$ cat src/rtl/fg_pkg.sv
// Shared types for the fault guard.
// Assumes: nothing beyond a standard SystemVerilog elaborator.
package fg_pkg;

    // Overcurrent sequencer states.
    typedef enum logic {
        OC_WATCH = 1'b0,
        OC_RETRY = 1'b1
    } oc_state_t;

    // Synchronized fault flags as a bundle.
    typedef struct packed {
        logic oc;
        logic ot;
        logic uv;
    } flag_set_t;

endpackage

$ cat src/rtl/fg_sync.sv
// Multi-bit flop-chain synchronizer. Each bit is synchronized on its own.
// Assumes: the bits are unrelated levels, so no coherency between bits is needed.
module fg_sync #(
    parameter int W      = 3,
    parameter int STAGES = 2
) (
    input  logic         clk,
    input  logic         rst_n,
    input  logic [W-1:0] d_i,
    output logic [W-1:0] q_o
);

    logic [STAGES-1:0][W-1:0] stg;

    // Purpose: shift the raw inputs through the chain; reset clears every stage.
    always_ff @(posedge clk) begin
        if (!rst_n) begin
            stg <= '0;
        end else begin
            stg[0] <= d_i;
            for (int i = 1; i < STAGES; i++) begin
                stg[i] <= stg[i-1];
            end
        end
    end

    assign q_o = stg[STAGES-1];

    // the first stage captures the input port value of the previous cycle
    a_r1_stage_capture: assert property (@(posedge clk) disable iff (!rst_n)
        $past(rst_n) |-> (stg[0] == $past(d_i)));

endmodule

$ cat src/rtl/fg_oc_seq.sv
// Overcurrent deglitch filter and timed auto-retry sequencer.
// In WATCH, it counts consecutive high cycles of the synchronized overcurrent bit.
// A low cycle restarts the count. Reaching DEGLITCH_CYC enters RETRY, which holds
// busy_o for RETRY_CYC cycles and then returns to WATCH with a cleared count.
// Assumes: oc_i is already synchronous; DEGLITCH_CYC >= 1 and RETRY_CYC >= 1.
module fg_oc_seq
    import fg_pkg::*;
#(
    parameter int DEGLITCH_CYC = 400,
    parameter int RETRY_CYC    = 600000
) (
    input  logic clk,
    input  logic rst_n,
    input  logic oc_i,
    output logic busy_o
);

    localparam int GL_W = $clog2(DEGLITCH_CYC + 1);
    localparam int RT_W = $clog2(RETRY_CYC + 1);
    localparam logic [GL_W-1:0] GL_LAST = GL_W'(DEGLITCH_CYC - 1);
    localparam logic [RT_W-1:0] RT_LAST = RT_W'(RETRY_CYC - 1);

    oc_state_t       state_q;
    logic [GL_W-1:0] gl_q;
    logic [RT_W-1:0] rt_q;

    // Purpose: advance the deglitch count or the retry timer, depending on the state.
    always_ff @(posedge clk) begin
        if (!rst_n) begin
            state_q <= OC_WATCH;
            gl_q    <= '0;
            rt_q    <= '0;
        end else begin
            case (state_q)
                OC_WATCH: begin
                    rt_q <= '0;
                    if (!oc_i) begin
                        gl_q <= '0;
                    end else if (gl_q == GL_LAST) begin
                        state_q <= OC_RETRY;
                        gl_q    <= '0;
                    end else begin
                        gl_q <= gl_q + 1'b1;
                    end
                end
                default: begin
                    gl_q <= '0;
                    if (rt_q == RT_LAST) begin
                        state_q <= OC_WATCH;
                        rt_q    <= '0;
                    end else begin
                        rt_q <= rt_q + 1'b1;
                    end
                end
            endcase
        end
    end

    assign busy_o = (state_q == OC_RETRY);

    // a trip is only ever entered while the overcurrent bit was high
    a_r3_trip_needs_oc: assert property (@(posedge clk) disable iff (!rst_n)
        $rose(busy_o) |-> $past(oc_i));

    // the retry interval cannot end before its terminal count
    a_r4_retry_hold: assert property (@(posedge clk) disable iff (!rst_n)
        (busy_o && rt_q != RT_LAST) |=> busy_o);

    // at its terminal count, the retry releases and filtering starts from zero
    a_r5_retry_release: assert property (@(posedge clk) disable iff (!rst_n)
        (busy_o && rt_q == RT_LAST) |=> (!busy_o && gl_q == '0));

    // the retry timer stays inside its interval
    a_r4_timer_bound: assert property (@(posedge clk) disable iff (!rst_n)
        rt_q <= RT_LAST);

endmodule

$ cat src/rtl/fg_merge.sv
// Merges the active fault sources into registered bridge-off and fault-pin enables.
// Assumes: every source is a synchronous level; one output flop per output keeps
// both outputs free of glitches.
module fg_merge #(
    parameter int N_SRC = 3
) (
    input  logic             clk,
    input  logic             rst_n,
    input  logic [N_SRC-1:0] src_i,
    output logic             off_o,
    output logic             pull_o
);

    logic any_fault;

    // Purpose: OR-reduce all the sources.
    always_comb begin
        any_fault = |src_i;
    end

    // Purpose: register both outputs; reset releases the bridge and the pin.
    always_ff @(posedge clk) begin
        if (!rst_n) begin
            off_o  <= 1'b0;
            pull_o <= 1'b0;
        end else begin
            off_o  <= any_fault;
            pull_o <= any_fault;
        end
    end

endmodule

$ cat src/rtl/fault_guard.sv
// Top level of the fault guard. It synchronizes the three flags, filters
// overcurrent and runs its auto-retry, then merges everything into the
// bridge-off and fault-pin-pull outputs.
// Assumes: the flags are asynchronous levels; timer lengths are given in clock cycles.
module fault_guard
    import fg_pkg::*;
#(
    parameter int SYNC_STAGES  = 2,
    parameter int DEGLITCH_CYC = 400,
    parameter int RETRY_CYC    = 600000
) (
    input  logic clk,
    input  logic rst_n,
    input  logic uv_flag_i,
    input  logic ot_flag_i,
    input  logic oc_raw_i,
    output logic bridge_off_o,
    output logic flt_pull_o
);

    localparam int N_FLAGS = $bits(flag_set_t);

    flag_set_t raw_flags;
    flag_set_t syn_flags;
    logic      oc_busy;

    // Purpose: bundle the raw flags for the synchronizer.
    always_comb begin
        raw_flags.oc = oc_raw_i;
        raw_flags.ot = ot_flag_i;
        raw_flags.uv = uv_flag_i;
    end

    fg_sync #(
        .W      (N_FLAGS),
        .STAGES (SYNC_STAGES)
    ) u_sync (
        .clk   (clk),
        .rst_n (rst_n),
        .d_i   (raw_flags),
        .q_o   (syn_flags)
    );

    fg_oc_seq #(
        .DEGLITCH_CYC (DEGLITCH_CYC),
        .RETRY_CYC    (RETRY_CYC)
    ) u_oc_seq (
        .clk    (clk),
        .rst_n  (rst_n),
        .oc_i   (syn_flags.oc),
        .busy_o (oc_busy)
    );

    fg_merge #(
        .N_SRC (3)
    ) u_merge (
        .clk    (clk),
        .rst_n  (rst_n),
        .src_i  ({oc_busy, syn_flags.ot, syn_flags.uv}),
        .off_o  (bridge_off_o),
        .pull_o (flt_pull_o)
    );

endmodule

$ cat config.mk
export PLATFORM = sky130hd
export DESIGN_NAME = fault_guard
export DESIGN_NICKNAME = d
export VERILOG_FILES = /design/src/rtl/fg_pkg.sv /design/src/rtl/fg_sync.sv /design/src/rtl/fg_oc_seq.sv /design/src/rtl/fg_merge.sv /design/src/rtl/fault_guard.sv
export SDC_FILE = /design/constraint.sdc
export NUM_CORES = 1
export LEC_CHECK = 0
export BUFFER_PORTS_ARGS = -buffer_cell sky130_fd_sc_hd__buf_2
export CAP_MARGIN = 20
export CORE_UTILIZATION = 45
export CTS_CLUSTER_DIAMETER = 80
export DETAILED_ROUTE_END_ITERATION = 7
export PLACE_DENSITY = 0.72
export SYNTH_ARGS = -nofsm -noshare
export SYNTH_HDL_FRONTEND = slang
export SYNTH_SLANG_ARGS = --single-unit
$ cat constraint.sdc
create_clock -name clk -period 2.64 [get_ports clk]
set_input_delay 0 -clock clk [delete_from_list [all_inputs] [get_ports clk]]
set_output_delay 0 -clock clk [all_outputs]
set_load 0.01 [all_outputs]
# After elaboration in Yosys (flattened, before gate mapping)
# Cells that the tools add are included.
# op_classes
add_sub_neg,2
n_eq_ne,2
mux,4
bitwise_logic,3
n_reduce_logical,3
# op_table
cell,count
$add 20x1->20 const B,1
$eq 20x20->1 const B,1
$add 9x1->9 const B,1
$eq 9x9->1 const B,1
$reduce_or 3->1,2
$mux 1,4
$reduce_or 4->1,1
$not 1->1,3
# totals
ff_bits,37
out_inout_bits,2
wordCells,20

# Depth between registers and ports, before layout
# Gate-level depths: netlist of the first run.
# logic_depth
word_depth,4
mapped_depth,6

# By module
# Synthesis of the first run repeated with hierarchy kept, for this count alone.
# hier_totals
cells_unflattened,168
area_unflattened_um2,1541.5
# by_module_without_submodules
mod,instances,cells_each,area_each_um2
fg_oc_seq,1,150,1325.0
fg_sync,1,15,180.2
fg_merge,1,3,36.3

# Worst setup path before layout of the first run
# No wires, ideal clock.
# synth_timing
path_kind,flip-flop to flip-flop
start,register u_oc_seq.rt_q[17]
end,register u_oc_seq.state_q (netlist: u_oc_seq.busy_o)
setup_time_ns,0.115
t_arrival_ns,1.785
slack_ns,0.740
path_stages_with_launch,6
path_buffers,1
synth_period_minus_slack_ns,1.900
path_cell_list,dfxtp_1 -> or4_1 -> or3_1 -> o41ai_2 -> buf_6 -> o21ai_2
# synth_via
elab_chain_len,3
# synth_rtl
item,line,source
"start, declared",fg_oc_seq.sv:25,logic [RT_W-1:0] rt_q;
"start signal, assigned",fg_oc_seq.sv:52,rt_q <= rt_q + 1'b1;
$eq 20x20->1,fg_oc_seq.sv:48,if (rt_q == RT_LAST) begin
$mux 1,fg_oc_seq.sv:48,
$mux 1,fg_oc_seq.sv:34,case (state_q)
"end signal, assigned",fg_oc_seq.sv:30,state_q <= OC_WATCH;
"end signal, assigned",fg_oc_seq.sv:40,state_q <= OC_RETRY;
"end signal, assigned",fg_oc_seq.sv:49,state_q <= OC_WATCH;
"end, declared",fg_oc_seq.sv:23,oc_state_t state_q;
# Every way passes these cells.
# A chain may end at the register's enable or synchronous reset.

# Worst setup path in the final report of the first run
# layout_timing
start,register u_oc_seq.rt_q[17]
end,register u_oc_seq.rt_q[8]
# layout_via
elab_chain_len,2
# layout_rtl
item,line
$eq 20x20->1,fg_oc_seq.sv:48
$reduce_or 3->1 (no line),n/a
# Every way passes these cells.

==> results of run 1 <==
## routing by layer
metal,vias to the layer above,global-route usage (%),share of wire [%]
li1,580,-,-
met1,514,21.6,48
met2,15,25.6,46
met3,9,4.55,2.6
met4,0,12.3,3.2
met5,-,0,0
## state kept, by name, summed over array words and instances (netlist names)
| signal | flops |
|---|---|
| u_oc_seq.rt_q | 20 |
| u_oc_seq.gl_q | 9 |
| u_oc_seq.busy_o | 1 |
| u_sync.stg | 3 |
| u_merge.off_o | 1 |
| u_sync.q_o | 3 |
## logic make-up after synthesis
kind of cell / after synthesis
compound gates: 8
xor+xnor: 22
fa+ha+maj: 2
buf+inv: 9
flops: 37
mux: 1
simple gates: 81
## Yosys cell counts
library cell                n
sky130_fd_sc_hd__or4_1      1
sky130_fd_sc_hd__and2_1     7
sky130_fd_sc_hd__a21bo_2    1
sky130_fd_sc_hd__o31a_1     1
sky130_fd_sc_hd__nor4b_1    1
sky130_fd_sc_hd__nand2b_1   1
sky130_fd_sc_hd__and3_2     1
sky130_fd_sc_hd__ha_1       2
sky130_fd_sc_hd__inv_1      5
sky130_fd_sc_hd__clkbuf_1   1
sky130_fd_sc_hd__nor3_1     6
sky130_fd_sc_hd__nor3b_1    1
sky130_fd_sc_hd__or3_1      1
sky130_fd_sc_hd__buf_6      2
sky130_fd_sc_hd__a21oi_1    3
sky130_fd_sc_hd__xor2_1     5
sky130_fd_sc_hd__o21ai_2    1
sky130_fd_sc_hd__nand3b_1   2
sky130_fd_sc_hd__nor2b_1    3
sky130_fd_sc_hd__mux2i_1    1
sky130_fd_sc_hd__nor4_1     4
sky130_fd_sc_hd__nand3_1   10
sky130_fd_sc_hd__nand4_1    6
sky130_fd_sc_hd__o41ai_2    1
sky130_fd_sc_hd__buf_4      1
sky130_fd_sc_hd__dfxtp_1   37
sky130_fd_sc_hd__nor2_1    27
sky130_fd_sc_hd__and3_1     3
sky130_fd_sc_hd__xnor2_1   17
sky130_fd_sc_hd__and4_1     1
sky130_fd_sc_hd__a31o_2     1
sky130_fd_sc_hd__nand2_1    5
sky130_fd_sc_hd__nand4_2    1
## worst min-delay path by stage
stage	endpoint	slack, ns	cells after the start
after floorplan	u_sync.q_o[0]	0.12	1
after global placement	u_sync.stg[0]	0.21	2
after detailed placement	u_sync.stg[0]	0.21	2
after CTS	u_sync.q_o[0]	0.45	1
after global routing	u_sync.q_o[2]	0.46	1
final	u_sync.q_o[0]	0.44	1
## layout make-up
| class | instances | area share [%] |
|---|---|---|
| Sequential cell | 37 | 43.1 |
| Timing Repair Buffer | 15 | 6.70 |
| Inverter | 5 | 1.09 |
| Clock buffer | 7 | 3.78 |
| Multi-Input combinational cell | 114 | 41.8 |
| Clock inverter | 1 | 0.291 |
| Tap cell | 44 | 3.20 |
## metrics by stage
stage / std cells / util (%) / power (mW)
after floorplan: 160 / - / 0.584
after global placement: 208 / 50.5 / 0.589
after detailed placement: 208 / 50.5 / 0.590
after CTS: 223 / 55.0 / 0.927
after global routing: 223 / 55.0 / 0.958
final: 223 / 55.0 / 0.915
## report_power, final
| part | leakage (nW) | switching [mW] | internal (mW) |
|---|---|---|---|
| combinational | 0.226 | 0.00700 | 0.0128 |
| clock | 0.0413 | 0.176 | 0.154 |
| sequential | 0.299 | 0.00174 | 0.563 |
| total | 0.567 | 0.185 | 0.730 |
==> impl.org, run 1 <==
** Yosys
- Leading area contributor after synthesis :: sky130_fd_sc_hd__dfxtp_1
- Synthesized-area fraction occupied by ao, oa, aoi and oai cells :: 4.47%
- Flip-flop and latch count after synthesis :: 37
- The synthesized netlist occupies a cell area of 1510 um^2.
- Of the synthesized area, sequential elements account for 49.0%.
- Area contributors post-synth :: sky130_fd_sc_hd__dfxtp_1 49%, sky130_fd_sc_hd__xnor2_1 9.8%, sky130_fd_sc_hd__nor2_1 6.7%, sky130_fd_sc_hd__nand3_1 3.3%, sky130_fd_sc_hd__and2_1 2.9%
- Post-synthesis cell count :: 160
- Synth top area share :: 49.0%
- Share of synthesized area spent on multiplexers :: 0.662%
- Yosys printed 0 warnings.
- Summing the areas of all xor and xnor instances in the mapped netlist gives 12.7% of the synthesized area.
- The synthesized netlist devotes 28.0% of its cell area to simple gates.
- Summing the areas of all fa, ha and maj instances in the mapped netlist gives 1.65% of the synthesized area.
- Counting every net in the synthesized netlist gives 167.
- By area, the combinational part of the netlist is dominated by simple AND/OR/NAND/NOR gates.
- Yosys mapped the design onto 33 distinct sky130hd cell types.
- In this run the mean area of a mapped cell was 9.45 um^2.

** Floorplan
- Initial core utilization :: 48.4%
- The floorplan has 20 rows.
- The die covers 3600 um^2.
- Horizontal die dimension :: 60.0 um
- The die is 60.0 um tall.
- Top-level port count :: 7
- Area inside the core boundary :: 3130 um^2

** Power
- Cell leakage power :: 0.567 nW
- IR analysis of the VDD net gives a maximum drop of 0.362 mV.
- Total power divided by cell area :: 532 nW/um^2

** Clock tree
- Sinks on Clock Net :: 37
- Root cell of the clock tree :: sky130_fd_sc_hd__clkbuf_4
- CTS tree :: built
- Clock insertion delay at the later pin of the skew report :: 0.34 ns
- CTS HTree Levels :: 2
- The clock passes through at most 2 buffers.
- Clock-pin slew was measured on the worst setup and hold paths at 0.10 ns.
- Hold buffer count at cts :: 7
- In this run, CTS created clock tree buffers numbering 5.
- Buffers added to address setup during post-CTS repair amount to 0.
- Cts repair resizes :: 0

** Timing
- For the pin with the worst max-slew slack, the measured transition is 0.788 ns.
- Measured against its own limit, the worst slew margin works out to 46.9%.
- Skew final :: 0.0107 ns
- Final number of hold-violating endpoints :: 0
- Final hold slack :: 0.445 ns
- The final max-slew violation count was 0.
- In the finished design, the share of the clock period the worst path needs comes to 77.0%.
- Unrepaired setup endpoints after global routing :: no
- Count of endpoints failing setup in the final report :: 0
- Subtracting the final worst setup slack from the clock period gives 2.03 ns.
- Setup TNS :: 0 ns
- Based on the critical path, the design can be clocked at up to 492 MHz.
- Worst Setup Slack, final :: 0.606 ns

** Routing
- The first detailed-routing pass took 5 iterations.
- Ratio of routed vias to standard cells :: 5.01
- Dividing the detail-routed wire length by the instance count gives 11.4 um.
- The count of nets left with antenna violations once routing finished came out at 0.
- Via count :: 1118
- For this run, design rule violations remaining after detail routing come to 0.
- For this block, the initial DRC count from the detailed router was 32.
- Routed wire length :: 2550 um

** Cells and area
- Final design area excluding fillers :: 1720 um^2
- Leading cell type in the layout, fill and taps excluded :: sky130_fd_sc_hd__dfxtp_1
- Number of diodes :: 0
- Commonest cells after routing, fill and taps aside :: 37 x sky130_fd_sc_hd__dfxtp_1, 27 x sky130_fd_sc_hd__nor2_1, 17 x sky130_fd_sc_hd__xnor2_1
- Compared with the post-synthesis result, the final layout area differs by 13.6%.
- Total of fill cells in the finished design :: 277
- Net count, final :: 185
- Area of combinational cells with multiple inputs :: 719 um^2
- In the final layout, flip-flops and latches occupy 741 um^2.
- Of the cells placed in the final design, the portion with a size suffix greater than 1 is 12.3%.

** Global routing
- For this run the aggregate overflow at the end of global routing stands at 0.
- Initial antenna violation count :: 0
- Entering global routing, the biggest net connects 15 pins.
- First-pass GRT wire length :: 4420 um
- Number of global-route vias before repair :: 1054
- Total GRT Usage :: 17.3%

** Setup path
- In this run the register-to-register setup slack is 0.61 ns.
- Counting both buffers and inverters, the worst setup path holds a total of 1.
- Data on the critical path is required at its endpoint by 2.87 ns.
- The endpoint identified for the worst register-to-register timing path is u_oc_seq.rt_q[8].
- Critical path capture point :: u_oc_seq.rt_q[8]
- At the worst endpoint, the arrival time is 2.26 ns.
- The critical path goes through or4_1 -> or3_1 -> o41ai_2 -> buf_4 -> nor2_1.
- Slowest-stage cell, CP :: sky130_fd_sc_hd__or4_1
- Max incr delay on CP :: 0.50 ns
- Start point of the critical path :: u_oc_seq.rt_q[17]
- The startpoint identified for the worst register-to-register timing path is u_oc_seq.rt_q[17].
- Cell class contributing the biggest share of worst-path delay :: simple AND/OR/NAND/NOR gates
- In this run the number of cells on the critical path is 5.
- Critical path capture point type :: register
- Classification of the worst setup path :: reg -> reg
- Of all nets on the critical path, the largest fanout is 14.
- The number of cells on the worst reg-to-reg path is 5.
- STA classifies the critical path startpoint as a register.

** Worst hold path
- Class of the tightest hold or removal check :: reg -> reg
- The worst hold path begins at u_sync.stg[0].

** Placed design
- Post-place instance area :: 1580 um^2
- Final Wtd Congestion :: 0.735
- Timing analysis after detailed placement gives a worst setup slack of 0.630 ns.
- During placement, the flow inserted port buffers numbering 6.
- Detailed placement ended at an HPWL of 1800 um.

** Status
- Result of the run :: complete, no violations

** Job
- Across the run, the number of max-cap violations was 0.
(Power assumes the default switching activity.)
==> run 2: changes to the inputs <==
- ABC_AREA: unset -> 1
- PLACE_DENSITY: 0.72 -> 0.75
- clock period: 2.64 -> 1.6 ns (I/O delays scaled with it)
==> run 2 against run 1 <==
Compared with the run above: utilization is 1.2 points lower; area after synthesis is 14% higher; critical endpoint is now u_oc_seq.rt_q[7]; flip-flop and latch count stayed put; die area is 13% higher; routed wire length is 17% higher; cell count is 36% higher; via count is 26% higher; critical path depth is 2 higher; clock power is 140% higher.
==> impl.org, run 2 <==
** Clock tree
- TritonCTS built the clock tree.
- The cell sitting at the root of the clock tree is a sky130_fd_sc_hd__clkbuf_8.
- Sinks on Clock Net :: 37 (unchanged)
- The later-pin clock latency in the skew report came to 0.29 ns (-0.05 ns).
- CTS HTree Levels :: 2 (unchanged)
- The maximum clock insertion buffer count is 2 (unchanged).
- The number of clock buffers inserted by TritonCTS came to 5 (unchanged).
- The clock transition at the registers of the reported paths came to 0.07 ns (-0.03 ns).
- The post-CTS setup-driven buffer insertion count was 0 (unchanged).

** Worst hold path
- The worst hold path terminates at u_sync.q_o[0].
- Count of cells along the worst hold path :: 2 (+1)
- Min-delay src :: u_sync.stg[0]
- The tightest min-delay check is of the reg -> reg type.

** Timing
- Worst-Margin Slew :: 0.389 ns (-0.400 ns)
- Final number of hold-violating endpoints :: 0 (unchanged)
- Final hold slack :: 0.416 ns (-0.0287 ns)
- The sum of negative setup slack came to 0 ns (unchanged).
- Count of endpoints failing setup in the final report :: 0 (unchanged)
- Skew final :: 0.00570 ns (-0.00497 ns)
- The period utilization was 87.3% (+10 points).
- Unrepaired setup endpoints after global routing :: no
- Peak clock frequency supported by timing :: 716 MHz (+46%)
- The relative max-transition margin was 73.9% (+27 points).
- Final count of pins violating max slew :: 0 (unchanged)
- The time the worst path needs with I/O delays and setup came to 1.40 ns (-0.636 ns).

** Global routing
- The global-route wire length before repair is 5510 um (+25%).
- Number of global-route vias before repair :: 1356 (+29%)
- The remaining global-route overflow was 0 (unchanged).
- Initial antenna violation count :: 0 (unchanged)
- Pin count of the biggest net entering global routing :: 13 (-2)
- The global-route usage over all layers was 17.6% (+0.31 points).

** Yosys
- The net count after synthesis is 244 (+46%).
- Proportion of register bits with asynchronous set or reset after synthesis :: 0% (unchanged)
- Share of synthesized area spent on multiplexers :: 0% (-0.66 points)
- Synthesized-area fraction occupied by ao, oa, aoi and oai cells :: 2.55% (-1.9 points)
- Area fraction in and, or, nand and nor cells after synthesis :: 36.8% (+8.7 points)
- Post-synthesis cell count :: 237 (+48%)
- By area the synthesized netlist is led by sky130_fd_sc_hd__dfxtp_1 43%, sky130_fd_sc_hd__nand2_1 10%, sky130_fd_sc_hd__nor2_1 10%, sky130_fd_sc_hd__inv_1 7.2%, sky130_fd_sc_hd__xor2_1 5.1%.
- The synthesis-stage register bit count is 37 (unchanged).
- Synth top area share :: 43.1% (-5.8 points)
- Top flip-flop cell by instance count after synthesis :: sky130_fd_sc_hd__dfxtp_1
- The share of synthesized area occupied by flip-flops and latches is 43.1% (-5.8 points).
- Post-synth top cells :: 48 x sky130_fd_sc_hd__nand2_1, 47 x sky130_fd_sc_hd__nor2_1, 37 x sky130_fd_sc_hd__dfxtp_1, 33 x sky130_fd_sc_hd__inv_1, 13 x sky130_fd_sc_hd__nand3_1
- The number of synthesized flops with an enable pin is 0 (unchanged).
- The post-synthesis share of cell area spent on full adders, half adders and majority gates came to 1.46% (-0.20 points).
- Mean instance size in the synthesized netlist :: 7.25 um^2 (-23%)
- Largest family of logic cells by synthesized area :: simple AND/OR/NAND/NOR gates
- Count of warnings emitted by yosys :: 0 (unchanged)
- The distinct cell type count of the synthesized netlist is 25 (-24%).
- Among all cell types in the netlist, the one instantiated most often is sky130_fd_sc_hd__nand2_1.
- Synthesized-area fraction occupied by xor and xnor cells :: 6.63% (-6.1 points)
- The netlist area before placement came to 1720 um^2 (+14%).
- Leading area contributor after synthesis :: sky130_fd_sc_hd__dfxtp_1

** Cells and area
- Area growth from synthesis to final layout :: 14.6%
- In the layout the commonest cells are 48 x sky130_fd_sc_hd__nand2_1, 47 x sky130_fd_sc_hd__nor2_1, 36 x sky130_fd_sc_hd__dfxtp_1.
- More flip-flops sit in one register than any other, and that register is u_oc_seq.rt_q.
- Leading cell type in the layout, fill and taps excluded :: sky130_fd_sc_hd__nand2_1
- The final-layout fill cell count came to 340 (+23%).
- Fraction of layout instances using a drive strength above 1 :: 14.1% (+1.8 points)
- Utilization of the core after routing :: 53.8% (-1.2 points)
- The number of nets in the final layout was 261 (+41%).
- Number of diodes :: 0 (unchanged)
- Flip-flop count of the largest register after layout :: 20 (unchanged)
- Largest registers in the final layout :: u_oc_seq.rt_q x20, u_oc_seq.gl_q x9

** Floorplan
- The vertical extent of the die was 63.8 um (+6.3%).
- Area inside the core boundary :: 3660 um^2 (+17%)
- The number of I/O pins is 7 (unchanged).
- The area of the die was 4070 um^2 (+13%).
- Horizontal die dimension :: 63.8 um (+6.3%)
- The initial core utilization came to 46.9% (-1.4 points).
- The site row count came to 22 (+10%).

** Routing
- DRC marker count from the first detailed-route iteration :: 79 (+150%)
- Ratio of routed vias to standard cells :: 4.64 (-7.4%)
- Routed wire length :: 2980 um (+17%)
- Post-route ant nets :: 0 (unchanged)
- The iteration count of the initial detailed-routing pass is 4 (-1).
- The remaining routing DRC violations came to 0 (unchanged).
- The total via count in the routed design is 1406 (+26%).
- The post-detailed-route wirelength per cell is 9.84 um (-14%).

** Setup path
- The critical path goes through ha_2 -> nand3_2 -> nor3_2 -> nand3_1 -> nand2_4 -> buf_4 -> nor2_1.
- Classification of the worst setup path :: reg -> reg
- Cell count of the worst reg-to-reg path :: 7 (+2)
- In this run the critical register-to-register path is captured at u_oc_seq.rt_q[7].
- Slowest-stage cell, CP :: sky130_fd_sc_hd__dfxtp_1
- The critical path data required time came to 1.78 ns (-1.09 ns).
- Max incr delay on CP :: 0.36 ns (-0.14 ns)
- Critical path capture point type :: register
- The setup slack of the worst register-to-register path is 0.20 ns (-0.40 ns).
- Crit-path max FO :: 9 (-5)
- Type of origin of the critical path :: register
- Startpoint of the lowest-slack register-to-register path :: u_oc_seq.rt_q[1]
- The arrival time at the worst endpoint came to 1.58 ns (-0.68 ns).

** Power
- Total power divided by cell area :: 899 nW/um^2 (+69%)
- Cell leakage power :: 0.699 nW (+23%)
- The maximum vdd ir drop came to 0.604 mV (+67%).
- Total power draw :: 1.77 mW (+93%)

** Placed design
- The global placement routability congestion was 0.825 (+12%).
- The HPWL after detailed placement is 2170 um (+20%).
- Port bufs :: 6 (unchanged)

** Status
- The flow ran to the end, and the final reports show no timing, DRC or antenna violations.

** Job
- Maximum Capacitance Violations :: 0 (unchanged)
[run 2: changes by cell type in the layout (fill, tap and decap cells not counted), moves of 6 or more]
cell,change
sky130_fd_sc_hd__nand2_1,+43
sky130_fd_sc_hd__inv_1,+28
sky130_fd_sc_hd__nor2_1,+20
sky130_fd_sc_hd__xnor2_1,-14
sky130_fd_sc_hd__nor2_2,+9
sky130_fd_sc_hd__and2_1,-6
[run 2: how the worst max path moves through the flow]
stage	from	endpoint	depth (start not counted)	slack, ns
after floorplan	u_oc_seq.rt_q[0]	u_oc_seq.rt_q[15]	7	0.35
after global placement	u_oc_seq.rt_q[0]	u_oc_seq.rt_q[15]	7	0.18
after detailed placement	u_oc_seq.rt_q[0]	u_oc_seq.rt_q[17]	7	0.14
after CTS	u_oc_seq.rt_q[0]	u_oc_seq.rt_q[7]	7	0.12
after global routing	u_oc_seq.rt_q[1]	u_oc_seq.rt_q[13]	7	0.03
final	u_oc_seq.rt_q[1]	u_oc_seq.rt_q[7]	7	0.20
[run 2: layout make-up]
type,instances,area [um^2],area share (%)
Clock inverter,2,38.8,1.97
Sequential cell,37,742,37.7
Timing Repair Buffer,14,105,5.34
Clock buffer,6,72.6,3.69
Tap cell,48,60.1,3.05
Inverter,34,128,6.48
Multi-Input combinational cell,162,822,41.8
[run 2: logic make-up after synthesis]
| logic type | Yosys count |
|---|---|
| xor+xnor | 13 |
| compound gates | 8 |
| simple gates | 139 |
| fa+ha+maj | 2 |
| flops | 37 |
| buf+inv | 38 |
[run 2: critical path, delay by kind of cell (launching register included)]
family,cells,cell delay (ns)
fa+ha+maj,1,0.22
buf+inv,1,0.17
flops,1,0.36
simple gates,5,0.54
[run 2: metal layers]
| layer | vias up | track usage [%] | wire [um] |
|---|---|---|---|
| met3 | 3 | 4.82 | 82 |
| met1 | 630 | 19.4 | 1380 |
| li1 | 760 | - | - |
| met2 | 13 | 31.1 | 1490 |
| met4 | 0 | 7.67 | 32 |
| met5 | - | 0 | 0 |
[run 2: timing repair]
item / 4_1_cts / 5_1_grt
gates resized for setup: 0 / 3
hold buffers: 6 / 0
hold endpoints to repair: 4 / 0
endpoints found under the setup margin: 0 / 14
[run 2: where the power goes]
group          switching, mW  internal (mW)  total, mW  leakage (nW)
combinational         0.0145         0.0188     0.0333         0.344
sequential           0.00270          0.929      0.932         0.300
clock                  0.337          0.468      0.804        0.0554
total                  0.354           1.42       1.77         0.699
[run 2: metrics by stage]
step / worst slack [ns] / instance area [um^2] / cells
finish: 0.203 / 1970 / 303
global route: 0.0283 / 1970 / 303
CTS: 0.116 / 1960 / 303
detailed placement: 0.136 / 1790 / 289
global placement: 0.180 / 1790 / 289
floorplan: 0.348 / 1720 / 237
